File: src/rtl/bst_pkg.sv
package bst_pkg;

  localparam int NUM_LANES = 2;

  typedef struct packed {
    logic short_w;
    logic fast_rate;
  } slot_cfg_t;

endpackage

File: src/rtl/bst_slot_timer.sv
module bst_slot_timer
  import bst_pkg::*;
#(
  parameter int HALF_CLKS  = 1,
  parameter int SAMPLE_W   = 20,
  parameter int SHORT_W    = 18,
  parameter int SLOT_SHORT = 24,
  parameter int SLOT_LONG  = 32
) (
  input  logic      clk,
  input  logic      rst,
  input  slot_cfg_t cfg_in,
  output logic      slot_wrap,
  output logic      shift_en,
  output logic      active,
  output logic      bck_nx,
  output logic      wck_nx
);

  localparam int DIV = 2 * HALF_CLKS;
  localparam int PW  = (DIV > 1) ? $clog2(DIV) : 1;
  localparam int BW  = $clog2(SLOT_LONG + 1);

  localparam logic [PW-1:0] PH_LAST  = PW'(DIV - 1);
  localparam logic [PW-1:0] PH_HIGH  = PW'(HALF_CLKS);
  localparam logic [BW-1:0] LAST_S   = BW'(SLOT_SHORT - 1);
  localparam logic [BW-1:0] LAST_L   = BW'(SLOT_LONG - 1);
  localparam logic [BW-1:0] MID_S    = BW'(SLOT_SHORT / 2);
  localparam logic [BW-1:0] MID_L    = BW'(SLOT_LONG / 2);
  localparam logic [BW-1:0] BITS_S   = BW'(SHORT_W);
  localparam logic [BW-1:0] BITS_L   = BW'(SAMPLE_W);

  logic [PW-1:0] phase;
  logic [BW-1:0] bit_idx;
  slot_cfg_t     cfg;

  logic [BW-1:0] last_bit;
  logic [BW-1:0] mid_bit;
  logic [BW-1:0] word_bits;
  logic          end_of_bit;

  always_comb begin
    last_bit   = cfg.fast_rate ? LAST_S : LAST_L;
    mid_bit    = cfg.fast_rate ? MID_S : MID_L;
    word_bits  = cfg.short_w ? BITS_S : BITS_L;
    end_of_bit = (phase == PH_LAST);
    slot_wrap  = end_of_bit && (bit_idx == last_bit);
    shift_en   = end_of_bit && !slot_wrap;
    active     = (bit_idx < word_bits);
    bck_nx     = active && (phase >= PH_HIGH);
    wck_nx     = (bit_idx < mid_bit);
  end

  // Reset parks the counters on the last clock of a long slot so that
  // the first clock out of reset is a slot boundary.
  always_ff @(posedge clk) begin
    if (rst) begin
      phase   <= PH_LAST;
      bit_idx <= LAST_L;
      cfg     <= '0;
    end else if (slot_wrap) begin
      phase   <= '0;
      bit_idx <= '0;
      cfg     <= cfg_in;
    end else if (end_of_bit) begin
      phase   <= '0;
      bit_idx <= bit_idx + 1'b1;
    end else begin
      phase   <= phase + 1'b1;
    end
  end

endmodule

File: src/rtl/bst_hold_buf.sv
module bst_hold_buf #(
  parameter int W = 20
) (
  input  logic         clk,
  input  logic         rst,
  input  logic         in_valid,
  output logic         in_ready,
  input  logic [W-1:0] in_left,
  input  logic [W-1:0] in_right,
  input  logic         take,
  output logic [W-1:0] out_left,
  output logic [W-1:0] out_right
);

  logic         full;
  logic [W-1:0] hold_l;
  logic [W-1:0] hold_r;
  logic         accept;

  assign in_ready  = !full || take;
  assign accept    = in_valid && in_ready;
  assign out_left  = full ? hold_l : '0;
  assign out_right = full ? hold_r : '0;

  always_ff @(posedge clk) begin
    if (rst) begin
      full <= 1'b0;
    end else if (accept) begin
      full <= 1'b1;
    end else if (take) begin
      full <= 1'b0;
    end
  end

  always_ff @(posedge clk) begin
    if (accept) begin
      hold_l <= in_left;
      hold_r <= in_right;
    end
  end

endmodule

File: src/rtl/bst_lane.sv
module bst_lane #(
  parameter int W = 20
) (
  input  logic         clk,
  input  logic         rst,
  input  logic         load,
  input  logic [W-1:0] load_word,
  input  logic         shift,
  output logic         msb
);

  logic [W-1:0] sreg;

  always_ff @(posedge clk) begin
    if (rst) begin
      sreg <= '0;
    end else if (load) begin
      sreg <= load_word;
    end else if (shift) begin
      sreg <= {sreg[W-2:0], 1'b0};
    end
  end

  assign msb = sreg[W-1];

endmodule

File: src/rtl/burst_stereo_tx.sv
module burst_stereo_tx
  import bst_pkg::*;
#(
  parameter int HALF_CLKS  = 1,
  parameter int SAMPLE_W   = 20,
  parameter int SHORT_W    = 18,
  parameter int SLOT_SHORT = 24,
  parameter int SLOT_LONG  = 32
) (
  input  logic                clk,
  input  logic                rst,
  input  logic                in_valid,
  output logic                in_ready,
  input  logic [SAMPLE_W-1:0] in_left,
  input  logic [SAMPLE_W-1:0] in_right,
  input  logic                short_word,
  input  logic                fast_rate,
  output logic                ser_bck,
  output logic                ser_wck,
  output logic                ser_left,
  output logic                ser_right
);

  slot_cfg_t cfg_in;
  logic      slot_wrap;
  logic      shift_en;
  logic      active;
  logic      bck_nx;
  logic      wck_nx;

  logic [SAMPLE_W-1:0]  take_l;
  logic [SAMPLE_W-1:0]  take_r;
  logic [SAMPLE_W-1:0]  lane_word [NUM_LANES];
  logic [NUM_LANES-1:0] lane_msb;

  assign cfg_in.short_w   = short_word;
  assign cfg_in.fast_rate = fast_rate;

  bst_slot_timer #(
    .HALF_CLKS (HALF_CLKS),
    .SAMPLE_W  (SAMPLE_W),
    .SHORT_W   (SHORT_W),
    .SLOT_SHORT(SLOT_SHORT),
    .SLOT_LONG (SLOT_LONG)
  ) u_timer (
    .clk      (clk),
    .rst      (rst),
    .cfg_in   (cfg_in),
    .slot_wrap(slot_wrap),
    .shift_en (shift_en),
    .active   (active),
    .bck_nx   (bck_nx),
    .wck_nx   (wck_nx)
  );

  bst_hold_buf #(.W(SAMPLE_W)) u_hold (
    .clk      (clk),
    .rst      (rst),
    .in_valid (in_valid),
    .in_ready (in_ready),
    .in_left  (in_left),
    .in_right (in_right),
    .take     (slot_wrap),
    .out_left (take_l),
    .out_right(take_r)
  );

  assign lane_word[0] = take_l;
  assign lane_word[1] = take_r;

  for (genvar g = 0; g < NUM_LANES; g++) begin : g_lane
    bst_lane #(.W(SAMPLE_W)) u_lane (
      .clk      (clk),
      .rst      (rst),
      .load     (slot_wrap),
      .load_word(lane_word[g]),
      .shift    (shift_en),
      .msb      (lane_msb[g])
    );
  end

  // Output stage on the falling system-clock edge: the bit clock falls
  // and new data appears together, half a clock after the state moves.
  always_ff @(negedge clk) begin
    if (rst) begin
      ser_bck   <= 1'b0;
      ser_wck   <= 1'b0;
      ser_left  <= 1'b0;
      ser_right <= 1'b0;
    end else begin
      ser_bck   <= bck_nx;
      ser_wck   <= wck_nx;
      ser_left  <= active && lane_msb[0];
      ser_right <= active && lane_msb[1];
    end
  end

endmodule

File: config.mk
export PLATFORM = sky130hd
export DESIGN_NAME = burst_stereo_tx
export DESIGN_NICKNAME = d
export VERILOG_FILES = /design/src/rtl/bst_pkg.sv /design/src/rtl/bst_slot_timer.sv /design/src/rtl/bst_hold_buf.sv /design/src/rtl/bst_lane.sv /design/src/rtl/burst_stereo_tx.sv
export SDC_FILE = /design/constraint.sdc
export NUM_CORES = 1
export LEC_CHECK = 0
export ABC_AREA = 1
export BUFFER_PORTS_ARGS = -buffer_cell sky130_fd_sc_hd__buf_2
export CORE_MARGIN = 5
export CORE_UTILIZATION = 45
export CTS_CLUSTER_DIAMETER = 200
export DETAILED_ROUTE_END_ITERATION = 10
export GPL_TIMING_DRIVEN = 0
export PLACE_DENSITY = 0.72
export SLEW_MARGIN = 0
export SYNTH_ARGS = -nofsm -noshare
export SYNTH_HDL_FRONTEND = slang
export SYNTH_SLANG_ARGS = --single-unit
export TNS_END_PERCENT = 30
File: constraint.sdc
create_clock -name clk -period 3.8 [get_ports clk]
set_input_delay 1.14 -clock clk [delete_from_list [all_inputs] [get_ports clk]]
set_output_delay 1.14 -clock clk [all_outputs]
set_load 0.005 [all_outputs]
==> run summary, run 1 <==
The kind of cell with the highest combined delay on the critical path is flip-flops. Summing every instance area after synthesis gives 0.00405 mm2. The tools report the start point of the worst min-delay path as g_lane[0].u_lane.sreg[0]$_SDFFE_PP0P_. The number of buffers and inverters on the critical path was 1; the delay of the slowest cell on the worst path was 310 ps.

The clock net in this run drives a total of 94 sinks. VDD sags by at most 209 uV. Global routing finished with a remaining overflow of 0. The final cell area excluding filler cells is 0.00469 mm2, and the clock buffer count from CTS is 9. Of the total synthesized cell area, the portion taken by AND, OR, NAND and NOR gates is 31.1%.

The critical path goes through buf_6. The number of warnings reported in the yosys synthesis log came out at 0. The final-layout fill cell count is 832, and the total setup violations reported at the end of the flow is 4. For this design, the slowest cell found on the critical path is dfxtp_2.

Setup repair after global routing could not meet its margin everywhere. The number of maximum-capacitance constraint violations is 0. The fraction of the yosys area taken by sequential cells is 56.4%, and the number of different library cells in the post-synthesis netlist is 23. Post-synthesis share of cell area spent on xor and xnor gates: 0%. No sink is reached through more buffers than the 2 on the longest clock path. From left edge to right edge, the die measures 105 um. 50 I/O pins were placed. The synthesis-to-layout area growth is 15.8%. STA classifies the critical path startpoint as a flip-flop. The number of global-route vias before repair came out at 2992.

The sum of routed wire length over all layers is 8080 um, and the post-synthesis average cell area is 8.28 um2. The detailed-route via count is 3193, and the worst slack at placement is -74.6 ps. Once the floorplan was initialized, standard cells occupied 46.2% of the core. The detailed placement HPWL was 5670 um.

The number of nets in the synthesized netlist is 538. Hold is met by 479 ps. After the first detailed-routing iteration, the DRC count stood at 155. Total of flip-flops plus latches after synthesis: 94. TritonCTS built the clock tree.

The largest fanout on the critical path was 1. Buffers added to address setup during post-CTS repair amount to 0. In this run the static leakage power is 2.21 nW.

The number of antenna violations at the first check in global routing is 0. The startpoint identified for the worst register-to-register timing path is u_timer.cfg[0]$_SDFFE_PP0N_. At the end of routability-driven placement, the weighted congestion stood at 0.845. Including well taps, the total number of placed cells is 646. The count of cells in the finished layout, fillers not included, comes to 665. The H-tree was split into 3 levels. The logs give 670 ps for the internal reg-to-reg setup slack and 0 for the number of nets still failing antenna checks after routing.

The run gives 34 as the cell row count. The net count of the finished layout is 601. The worst setup path startpoint is ser_bck$_SDFF_NP0_. Total power for the finished layout comes to 2.59 mW. At the worst endpoint, the required time is 2660 ps. The portion of netlist area occupied by mux cells came out at 0%.

For the first-pass iteration count of the detailed router, the log shows 4. At the pin with the least slew margin, the transition time is 504 ps. The end-of-flow core utilization is 53.5%. The worst setup slack after layout was -47.7 ps; the share of post-route cells with drive strength above 1 was 15.1%. The checks that failed: negative setup slack.

For this run, the total global-route usage over all layers was measured as 14.9%. Data arrives at the worst endpoint at 2710 ps. By area, the combinational part of the netlist is dominated by simple AND/OR/NAND/NOR gates.

For the latest clock arrival within the worst-skew pair, the log shows 390 ps. The clock input transition at the sequential cells of the worst setup and hold paths is 90 ps, and the compound-gate portion of the synthesized area is 3.34%. The wire length per cell came out at 12.2 um.

Clock tree synthesis selected as its root buffer the cell clkbuf_8. The total negative slack for setup checks was -125 ps. The first global-routing pass estimated 13500 um of wire.

STA classifies the critical path endpoint as a primary output. Height of the die: 105 um. The count of final max-slew check failures was 0; the worst slew margin relative to its limit was 66.3%. During placement, the flow inserted port buffers numbering 48. The tools report the total die area as 0.0110 mm2. The detailed-route vias per instance came out at 4.80. The tools report the final hold violation count as 0. The number of antenna cells inserted was 0; the power density over cell area was 552 mW/mm2.

Path type of the worst min-delay path: flip-flop to flip-flop. Of the total synthesized cell area, the portion taken by full adders, half adders and majority gates is 1.24%. Entering global routing, the biggest net connects 30 pins.

The run finished, with violations left. For the setup skew after layout, the log shows 42.4 ps. After detailed routing, the number of remaining DRC violations is 0. The kind of critical path is flip-flop to primary output. The core region is 0.00876 mm2. Synthesis produced 489 cells. In this run the cell area measured after placement is 0.00446 mm2.
==> synth_stat cells <==
master / number / area, um2
inv_1: 47 / 176
nor2_1: 93 / 349
nand2_1: 124 / 465
buf_6: 2 / 22.5
ha_1: 4 / 50.1
buf_1: 4 / 15.0
a21oi_1: 10 / 50.1
nand3_1: 32 / 160
inv_2: 1 / 3.75
dfxtp_1: 54 / 1080
edfxtp_1: 40 / 1200
o21ai_1: 2 / 10.0
or2_2: 1 / 6.26
buf_2: 10 / 50.1
clkbuf_1: 12 / 45.0
nand3b_1: 29 / 218
nor2_4: 2 / 22.5
nand4_1: 3 / 18.8
nand2_2: 1 / 6.26
buf_4: 1 / 7.51
o21ai_0: 15 / 75.1
nand3_2: 1 / 10.0
nor3_1: 1 / 5.00
==> layout make-up <==
type / count / area, um2 / area share [%]
Tap cell: 108 / 135 / 2.88
Sequential cell: 94 / 2280 / 48.7
Buffer: 29 / 140 / 2.99
Clock buffer: 10 / 128 / 2.72
Multi-Input combinational cell: 318 / 1460 / 31.1
Clock inverter: 10 / 100 / 2.14
Inverter: 47 / 176 / 3.76
Timing Repair Buffer: 49 / 267 / 5.69
==> placed cells by master, fill, tap and decap left out <==
| master | synthesis | routed |
|---|---|---|
| clkinv_2 | 0 | 1 |
| nand3_2 | 1 | 1 |
| o21ai_0 | 15 | 15 |
| a21oi_1 | 10 | 9 |
| buf_12 | 0 | 1 |
| clkbuf_8 | 0 | 9 |
| nor2_4 | 2 | 2 |
| a21oi_4 | 0 | 1 |
| ha_1 | 4 | 4 |
| dfxtp_1 | 54 | 53 |
| buf_1 | 4 | 4 |
| buf_4 | 1 | 1 |
| nand2_1 | 124 | 124 |
| inv_6 | 0 | 1 |
| nor3_1 | 1 | 1 |
| nand2_2 | 1 | 1 |
| nand4_1 | 3 | 3 |
| inv_1 | 47 | 50 |
| clkbuf_1 | 12 | 13 |
| o21ai_1 | 2 | 2 |
| buf_6 | 2 | 3 |
| clkinv_1 | 0 | 1 |
| or2_2 | 1 | 1 |
| nand3b_1 | 29 | 29 |
| inv_2 | 1 | 1 |
| clkinvlp_4 | 0 | 1 |
| bufinv_16 | 0 | 2 |
| dfxtp_2 | 0 | 1 |
| nor2_1 | 93 | 93 |
| buf_2 | 10 | 57 |
| edfxtp_1 | 40 | 40 |
| nand3_1 | 32 | 32 |
==> timing repair <==
item / CTS / global route
resized for setup: 0 / 2
endpoints found under the setup margin: 4 / 4
endpoints found under the hold margin: 0 / 0
hold buffers: 0 / 0
==> sequential cells by signal (all words and copies together) (netlist names) <==
name / count
ser_wck: 1
u_hold.hold_l: 20
ser_right: 1
u_hold.hold_r: 20
ser_bck: 1
u_timer.cfg: 2
u_hold.full: 1
u_timer.bit_idx: 6
g_lane.u_lane.sreg: 40
ser_left: 1
u_timer.end_of_bit: 1
==> cells by family (layout without fill, tap and decap cells) <==
| logic type | Yosys count | after routing |
|---|---|---|
| simple gates | 287 | 287 |
| buf+inv | 77 | 145 |
| flops | 94 | 94 |
| compound gates | 27 | 27 |
| fa+ha+maj | 4 | 4 |
==> final timing paths <==
check	end	cells past startpoint
max reg2reg	ser_wck$_SDFF_NP0_	5
max	ser_bck	1
min reg2reg	g_lane[0].u_lane.sreg[0]$_SDFFE_PP0P_	2
min	g_lane[0].u_lane.sreg[0]$_SDFFE_PP0P_	2
==> per-layer routing <==
layer	vias up	global-route usage, %	share of wire, %
met5	-	0	0
met4	0	5.57	1.4
met3	12	4.07	4.8
met2	66	24.1	47
met1	1444	19.0	47
li1	1671	-	-
==> worst reg2reg max path: stages, from the launching register on <==
cell,delay [ps]
dfxtp_1,380
inv_1,90
ha_1,350
a21oi_1,90
o21ai_0,180
nor2_1,60
==> power by group <==
group          internal, mW  switching (mW)  total [mW]
Sequential             1.18          0.0640        1.24
Clock                 0.375           0.346       0.722
Combinational         0.220           0.403       0.623
Total                  1.77           0.813        2.59
Power figures use the tool's default switching activity.
==> run 2, diff against run 1 <==
Settings changed: ABC_AREA 1 to default, RECOVER_POWER from default to 100.
==> run summary, run 2 <==
Headroom to the max-slew limit came out at 52.9%. For the CTS sink count, the log shows 94. The data required time at the worst endpoint is 2660 ps, and the clock tree buffer depth is 2. In this run the core area contains 34 standard-cell rows. Fill cells in the final layout number 766.

In the routed layout, each cell is associated on average with a via count of 5.36. The first global-routing pass estimated 12700 um of wire. The buffer count from post-CTS setup fixing is 0, and the portion of netlist area occupied by mux cells is 0%. Across the run, the number of max-cap violations was 0.

For the area of the core, the log shows 0.00864 mm2. The global routing stage identified its most utilized layer as met2. Counting flops with a built-in enable in the synthesized netlist gives 40. The number of antenna violations at the first check in global routing is 0, and the height of the die is 104 um. The tools report the internal reg-to-reg setup slack as 330 ps. The clock arrives with 43.2 ps of skew. The run gives 2710 ps as the arrival time reported for the critical path endpoint. The worst setup path is launched from a flip-flop.

The tools report the total overflow reported by the global router as 0. The largest fanout on the critical path was 1; the latest clock arrival within the worst-skew pair was 390 ps. The number of buffers and inverters on the critical path was 1. The critical path is of the flip-flop to primary output type.

The compound-gate portion of the synthesized area came out at 23.3%. Largest area contributor in the netlist: edfxtp_1. Setup repair after global routing could not meet its margin everywhere. The critical path starts at ser_wck$_SDFF_NP0_. The number of nets still failing antenna checks after routing was 0; the top cell type's share of synthesized area was 30.4%. Delay of the slowest cell on the worst path: 310 ps. Kind of cell with the highest combined delay on the critical path: flip-flops.

The final cell area excluding filler cells is 0.00449 mm2, and the die span in x is 104 um. Counting flops and latches in the post-synthesis netlist gives 94. The run gives 1.59 nW as the leakage power of the design. Clock tree synthesis selected as its root buffer the cell clkbuf_8. Of the total synthesized cell area, the portion taken by XOR and XNOR cells is 0.444%. The number of different library cells in the post-synthesis netlist came out at 32. The synthesis-to-layout area growth was 13.8%.

The starting density of the core is 45.7%. At the end of routability-driven placement, the weighted congestion stood at 0.774. Of the cells placed in the final design, the portion with a size suffix greater than 1 is 28.6%. At the pin with the least slew margin, the transition time is 707 ps. The depth of the CTS H-tree was 3; the count of final max-slew check failures was 0.

The run finished, with violations left. The endpoint identified for the worst register-to-register timing path is u_hold.hold_r[0]$_DFFE_PP_. Depth of the critical timing path with buffers and inverters included: 1. Summing all flip-flop and latch instances after layout gives 0.00228 mm2.

Leaving out fill and tap cells, the most frequent cell in the layout is buf_2. Traced cell by cell, the critical path runs through buf_6. The maximum number of pins on one net before global-route repair is 30.

The wire length per cell is 14.7 um. The number of warnings reported in the yosys synthesis log came out at 0. The logs give 274 uV for the maximum VDD drop and 50 for the number of top-level pins. The register with the most flip-flops in the layout has 40 of them. The simple logic cell fraction of the synthesized area is 11.8%.

For the total die area, the log shows 0.0107 mm2. For this design the ratio of total power to cell area is 533 mW/mm2. The worst register-to-register path has a depth of 7. In the final layout, the multi-input gates occupy 0.00143 mm2.

The met2 usage in global routing is 23.3%. The worst register-to-register path begins at u_timer.cfg[0]$_SDFFE_PP0N_. Hold repair after CTS inserted 0 buffers. Port buffering added 49 buffers. Ranked by instance count, the synthesized netlist is headed by dfxtp_1 (54), nand3_1 (41), edfxtp_1 (40), nand2_1 (40). Global routing used 14.2% of the available tracks. The cell count after synthesis was 337. After synthesis, the cell types taking the most area are edfxtp_1 (30%), dfxtp_1 (27%), o211ai_2 (12%), o211ai_1 (7.2%), nand3_1 (5.2%). The detailed-route via count is 2755. The path type of the worst min-delay path is flip-flop to flip-flop.

Proportion of register bits with asynchronous set or reset after synthesis: 0%. In the routed design, unresolved DRC markers number 0. The net total in the final layout was 450; the net count after synthesis was 386.

Clock-pin slew was measured on the worst setup and hold paths at 90 ps. STA classifies the critical path endpoint as a primary output. The register with the most flip-flops in the final layout is g_lane.u_lane.sreg. In the final layout, the registers with the most flip-flops are g_lane.u_lane.sreg: 40 flops, u_hold.hold_l: 20 flops, u_hold.hold_r: 20 flops. TritonCTS built the clock tree.

Leading register cell type out of synthesis: dfxtp_1. TritonCTS created 9 clock buffers. The slowest stage of the critical path belongs to the cell dfxtp_2. The critical path ends at ser_wck. In this run, the number of DRC markers left after iteration 0 of detailed routing was 103.

Of the synthesized area, sequential elements account for 57.8%. The tools report the detailed placement HPWL as 5260 um. The final hold slack is 483 ps, and the total negative slack for setup checks is -144 ps. The final hold violation count is 0, and the post-synthesis average cell area is 11.7 um2. The cell area after placement is 0.00436 mm2. The checks that failed: negative setup slack. The library cell with the highest instance count after synthesis was dfxtp_1.

The first TritonRoute pass finished after 4 iterations. The adder-cell share of the synthesized area works out to 1.27%. The mapped netlist covers 0.00395 mm2. The worst setup slack after layout is -45.5 ps. The sum of routed wire length over all layers is 7540 um. The number of global-route vias before repair is 2736. The number of antenna diodes in the final layout is 0.

Setup violations remaining at the end of the flow were counted as 4. For this run, global-route usage on met3 was measured as 2.86%. Leaving out fill and tap cells, the most frequent cells in the layout are buf_2 (54), dfxtp_1 (52), nand3_1 (41), o211ai_1 (41).

Global routing consumed, on the met1 layer, 18.2% of the routing resources. After synthesis, the largest family of logic cells by area is compound AO/OA/AOI/OAI gates.
==> run 2: layout make-up <==
cell class,count,share of cell area [%]
Clock inverter,10,1.53
Multi-Input combinational cell,203,31.9
Tap cell,108,3.01
Inverter,5,0.418
Timing Repair Buffer,50,5.71
Sequential cell,94,50.8
Clock buffer,10,2.84
Buffer,34,3.79
==> run 2: timing repair <==
item	4_1_cts	5_1_grt
endpoints found under the setup margin	4	5
cloned	0	0
gates resized for setup	0	5
==> run 2: cell families after synthesis <==
logic type               count (synthesis)
flip-flops                              94
AO/OA/AOI/OAI                          100
XOR/XNOR                                 2
buffers and inverters                   40
adder cells (fa/ha/maj)                  4
AND/OR/NAND/NOR                         97
==> run 2: through the flow <==
stage          setup slack, ps  instances  power [mW]  util, %
6_report                 -45.5        514        2.40     52.0
2_1_floorplan             47.6        337        1.69        -
3_5_place_dp              -385        495        1.85     50.5
3_3_place_gp              -836        494        1.83     50.1
4_1_cts                  -58.2        514        2.46     52.7
5_1_grt                  -83.3        514        2.52     52.0
==> run 2: power breakdown <==
| part | internal, mW | switching (mW) |
|---|---|---|
| sequential | 1.15 | 0.0550 |
| combinational | 0.172 | 0.393 |
| clock | 0.277 | 0.349 |
| total | 1.60 | 0.797 |
==> run 2: metal layers <==
layer	vias up	share of wire [%]
met5	-	0
met4	0	1.8
met3	12	3.2
met2	43	50
met1	1297	45
li1	1403	-
==> run 2: worst min path at each step <==
stage / start / to / slack [ps] / cells after the start
global placement: g_lane[0].u_lane.sreg[19]$_SDFFE_PP0P_ / g_lane[0].u_lane.sreg[19]$_SDFFE_PP0P_ / 470 / 2
finish: g_lane[0].u_lane.sreg[13]$_SDFFE_PP0P_ / g_lane[0].u_lane.sreg[14]$_SDFFE_PP0P_ / 480 / 2
global route: g_lane[0].u_lane.sreg[4]$_SDFFE_PP0P_ / g_lane[0].u_lane.sreg[4]$_SDFFE_PP0P_ / 510 / 2
floorplan: g_lane[0].u_lane.sreg[19]$_SDFFE_PP0P_ / g_lane[0].u_lane.sreg[19]$_SDFFE_PP0P_ / 450 / 2
detailed placement: g_lane[0].u_lane.sreg[19]$_SDFFE_PP0P_ / g_lane[0].u_lane.sreg[19]$_SDFFE_PP0P_ / 470 / 2
CTS: g_lane[0].u_lane.sreg[13]$_SDFFE_PP0P_ / g_lane[0].u_lane.sreg[14]$_SDFFE_PP0P_ / 480 / 2
==> run 3, diff against run 2 <==
Settings changed: ABC_AREA from default to 1.
==> run summary, run 3 (synthesis results as in run 1) <==
Relative to the synthesized area, the layout overhead comes to 14.7%. Number of nets still failing antenna checks after routing: 0. 50 I/O pins were placed.

In this run the critical register-to-register path is captured at u_hold.hold_r[10]$_DFFE_PP_. Setup violations remaining at the end of the flow were counted as 4. The analysis attributes to cell leakage a power of 2.19 nW.

The run finished, with violations left. The number of flip-flops under the largest register name came out at 40. In the routed design, unresolved DRC markers number 0.

The critical path in this run is classified as flip-flop to primary output. The tools report the first-pass iteration count of the detailed router as 4. Once the floorplan was initialized, standard cells occupied 46.2% of the core. The combined global-route utilization of all metal layers was 14.9%; the delay of the slowest cell on the worst path was 310 ps. In this run the most critical hold path is launched from g_lane[0].u_lane.sreg[0]$_SDFFE_PP0P_. For the worst setup path, the data required time is 2660 ps.

The first global-routing pass estimated 13500 um of wire. Headroom to the max-slew limit came out at 6.03%. Cells fill 53.0% of the core in the end. The number of buffers and inverters on the critical path was 1. The number of antenna cells inserted was 0; the maximum number of pins on one net before global-route repair was 30. The logs give 0.0110 mm2 for the total die area and 390 ps for the latest clock arrival within the worst-skew pair. Data on the critical path arrives at its endpoint at 2710 ps. The tools report the maximum VDD drop as 207 uV. The number of antenna violations at the first check in global routing was 0; the sum of routed wire length over all layers was 8120 um. TritonCTS built the clock tree. In this design, the largest share of critical-path delay is due to flip-flops.

The floorplan step set the die height to 105 um. The number of gates resized after CTS was 0. The detailed placement HPWL was 5670 um.

Counting the fill cells in the layout gives 845. For this design, the slowest cell found on the critical path is dfxtp_2. Measured along the x axis, the die boundary spans 105 um. The floorplan has 34 rows.

In this run, the number of DRC markers left after iteration 0 of detailed routing was 192. The largest registers in the layout are g_lane.u_lane.sreg: 40 flops, u_hold.hold_l: 20 flops, u_hold.hold_r: 20 flops. The CTS sink count came out at 94. Traced cell by cell, the critical path runs through buf_6.

The share of post-route cells with drive strength above 1 works out to 13.5%. The final reports fail on negative setup slack. Setup repair after global routing could not meet its margin everywhere. The largest fanout on the critical path came out at 1. The path class of the tightest hold or removal check is flip-flop to flip-flop. The logs give 0 for the count of final max-slew check failures and 9 for the clock buffer count from CTS. Overall power consumption after layout is estimated at 2.55 mW. Endpoint class of the critical path: a primary output. The final hold violation count was 0; the net total in the final layout was 601. For this design the ratio of total power to cell area is 549 mW/mm2. Buffer count from post-CTS setup fixing: 0.

The depth of the critical timing path with buffers and inverters included came out at 1. The startpoint identified for the worst register-to-register timing path is u_timer.cfg[0]$_SDFFE_PP0N_. For the depth of the CTS H-tree, the log shows 3. Hold is met by 479 ps.

g_lane.u_lane.sreg holds more flip-flops than any other register. The tool flagged a number of max-cap violations equal to 0. The number of global-route vias before repair was 2992; the wire length per cell was 12.2 um. Hold-fix buffer count after cts: 0.

The final cell area excluding filler cells is 0.00464 mm2, and the internal reg-to-reg setup slack is 320 ps. After detailed routing, the number of vias per cell comes to 4.79. The count of buffers inserted at the top-level ports was 48. The tools report the clock root buffer master as clkbuf_8. No sink is reached through more buffers than the 2 on the longest clock path.

The run gives 0.845 as the routability congestion estimate. The setup skew after layout is 41.4 ps. The worst setup slack after layout came out at -48.8 ps. The detailed-route via count was 3185. The depth of the most critical reg-to-reg path is 8.

Tracing the worst setup path back leads to its startpoint at ser_bck$_SDFF_NP0_. Most common cell after layout, fill and taps aside: nand2_1. The run gives 0 as the total overflow reported by the global router.

At the pin with the least slew margin, the transition time is 1410 ps. The area of the core came out at 0.00876 mm2. The library cells used most frequently in the layout, excluding fill and tap cells, are nand2_1 (124), nor2_1 (94), buf_2 (53), dfxtp_1 (53), inv_1 (50). Clock-pin slew was measured on the worst setup and hold paths at 90 ps.

Following the worst setup path forward leads to its endpoint at ser_bck. After detailed placement, the total cell area comes to 0.00446 mm2. The worst setup path is launched from a flip-flop.
run 3: changes by cell type in the layout (fill, tap and decap cells not counted), moves of 4 or more:
cell and change:
nand2_1 +84, nand3_1 -8, buf_1 +4, inv_1 +41, nand3b_1 +29, a21oi_1 +4, o211ai_1 -41, nor2_1 +92
o211ai_2 -35, o21ai_0 +12, nand2b_1 -4
run 3: cell type report:
cell class	instances	area, um2	share of cell area, %
Sequential cell	94	2280	49.2
Multi-Input combinational cell	318	1430	30.9
Timing Repair Buffer	49	265	5.71
Inverter	47	176	3.80
Tap cell	108	135	2.91
Clock buffer	10	128	2.75
Buffer	29	121	2.61
Clock inverter	10	100	2.16
run 3: how the worst min path moves through the flow:
stage / slack [ps] / endpoint / depth (start not counted)
after global placement: 460 / u_timer.cfg[1]$_SDFFE_PP0N_ / 2
after CTS: 480 / u_timer.cfg[1]$_SDFFE_PP0N_ / 2
final: 480 / g_lane[0].u_lane.sreg[0]$_SDFFE_PP0P_ / 2
after floorplan: 440 / u_timer.cfg[1]$_SDFFE_PP0N_ / 2
after detailed placement: 470 / u_timer.cfg[1]$_SDFFE_PP0N_ / 2
after global routing: 510 / g_lane[0].u_lane.sreg[0]$_SDFFE_PP0P_ / 2
run 3: routing by layer:
| metal | wire, um | GRT usage (%) | vias to the layer above |
|---|---|---|---|
| li1 | - | - | 1671 |
| met1 | 3720 | 19.0 | 1430 |
| met2 | 3800 | 24.1 | 76 |
| met3 | 504 | 4.07 | 8 |
| met4 | 90 | 5.57 | 0 |
| met5 | 0 | 0 | - |
run 3: tightest hold or removal path, cell delays in order (launching register included):
cell	delay, ps
dfxtp_1	320
nand2_1	60
a21oi_1	60
run 3: stage by stage:
step | cells | worst slack [ps] | setup TNS [ps]
after floorplan | 489 | 134 | 0
after global placement | 645 | -805 | -32090
after detailed placement | 646 | -74.6 | -74.6
after CTS | 665 | -58.2 | -166
after global routing | 665 | -82.8 | -272
final | 665 | -48.8 | -129
run 3: where the power goes:
| group | internal (mW) | switching, mW |
|---|---|---|
| Clock | 0.375 | 0.348 |
| Sequential | 1.18 | 0.0643 |
| Combinational | 0.196 | 0.388 |
| Total | 1.75 | 0.800 |
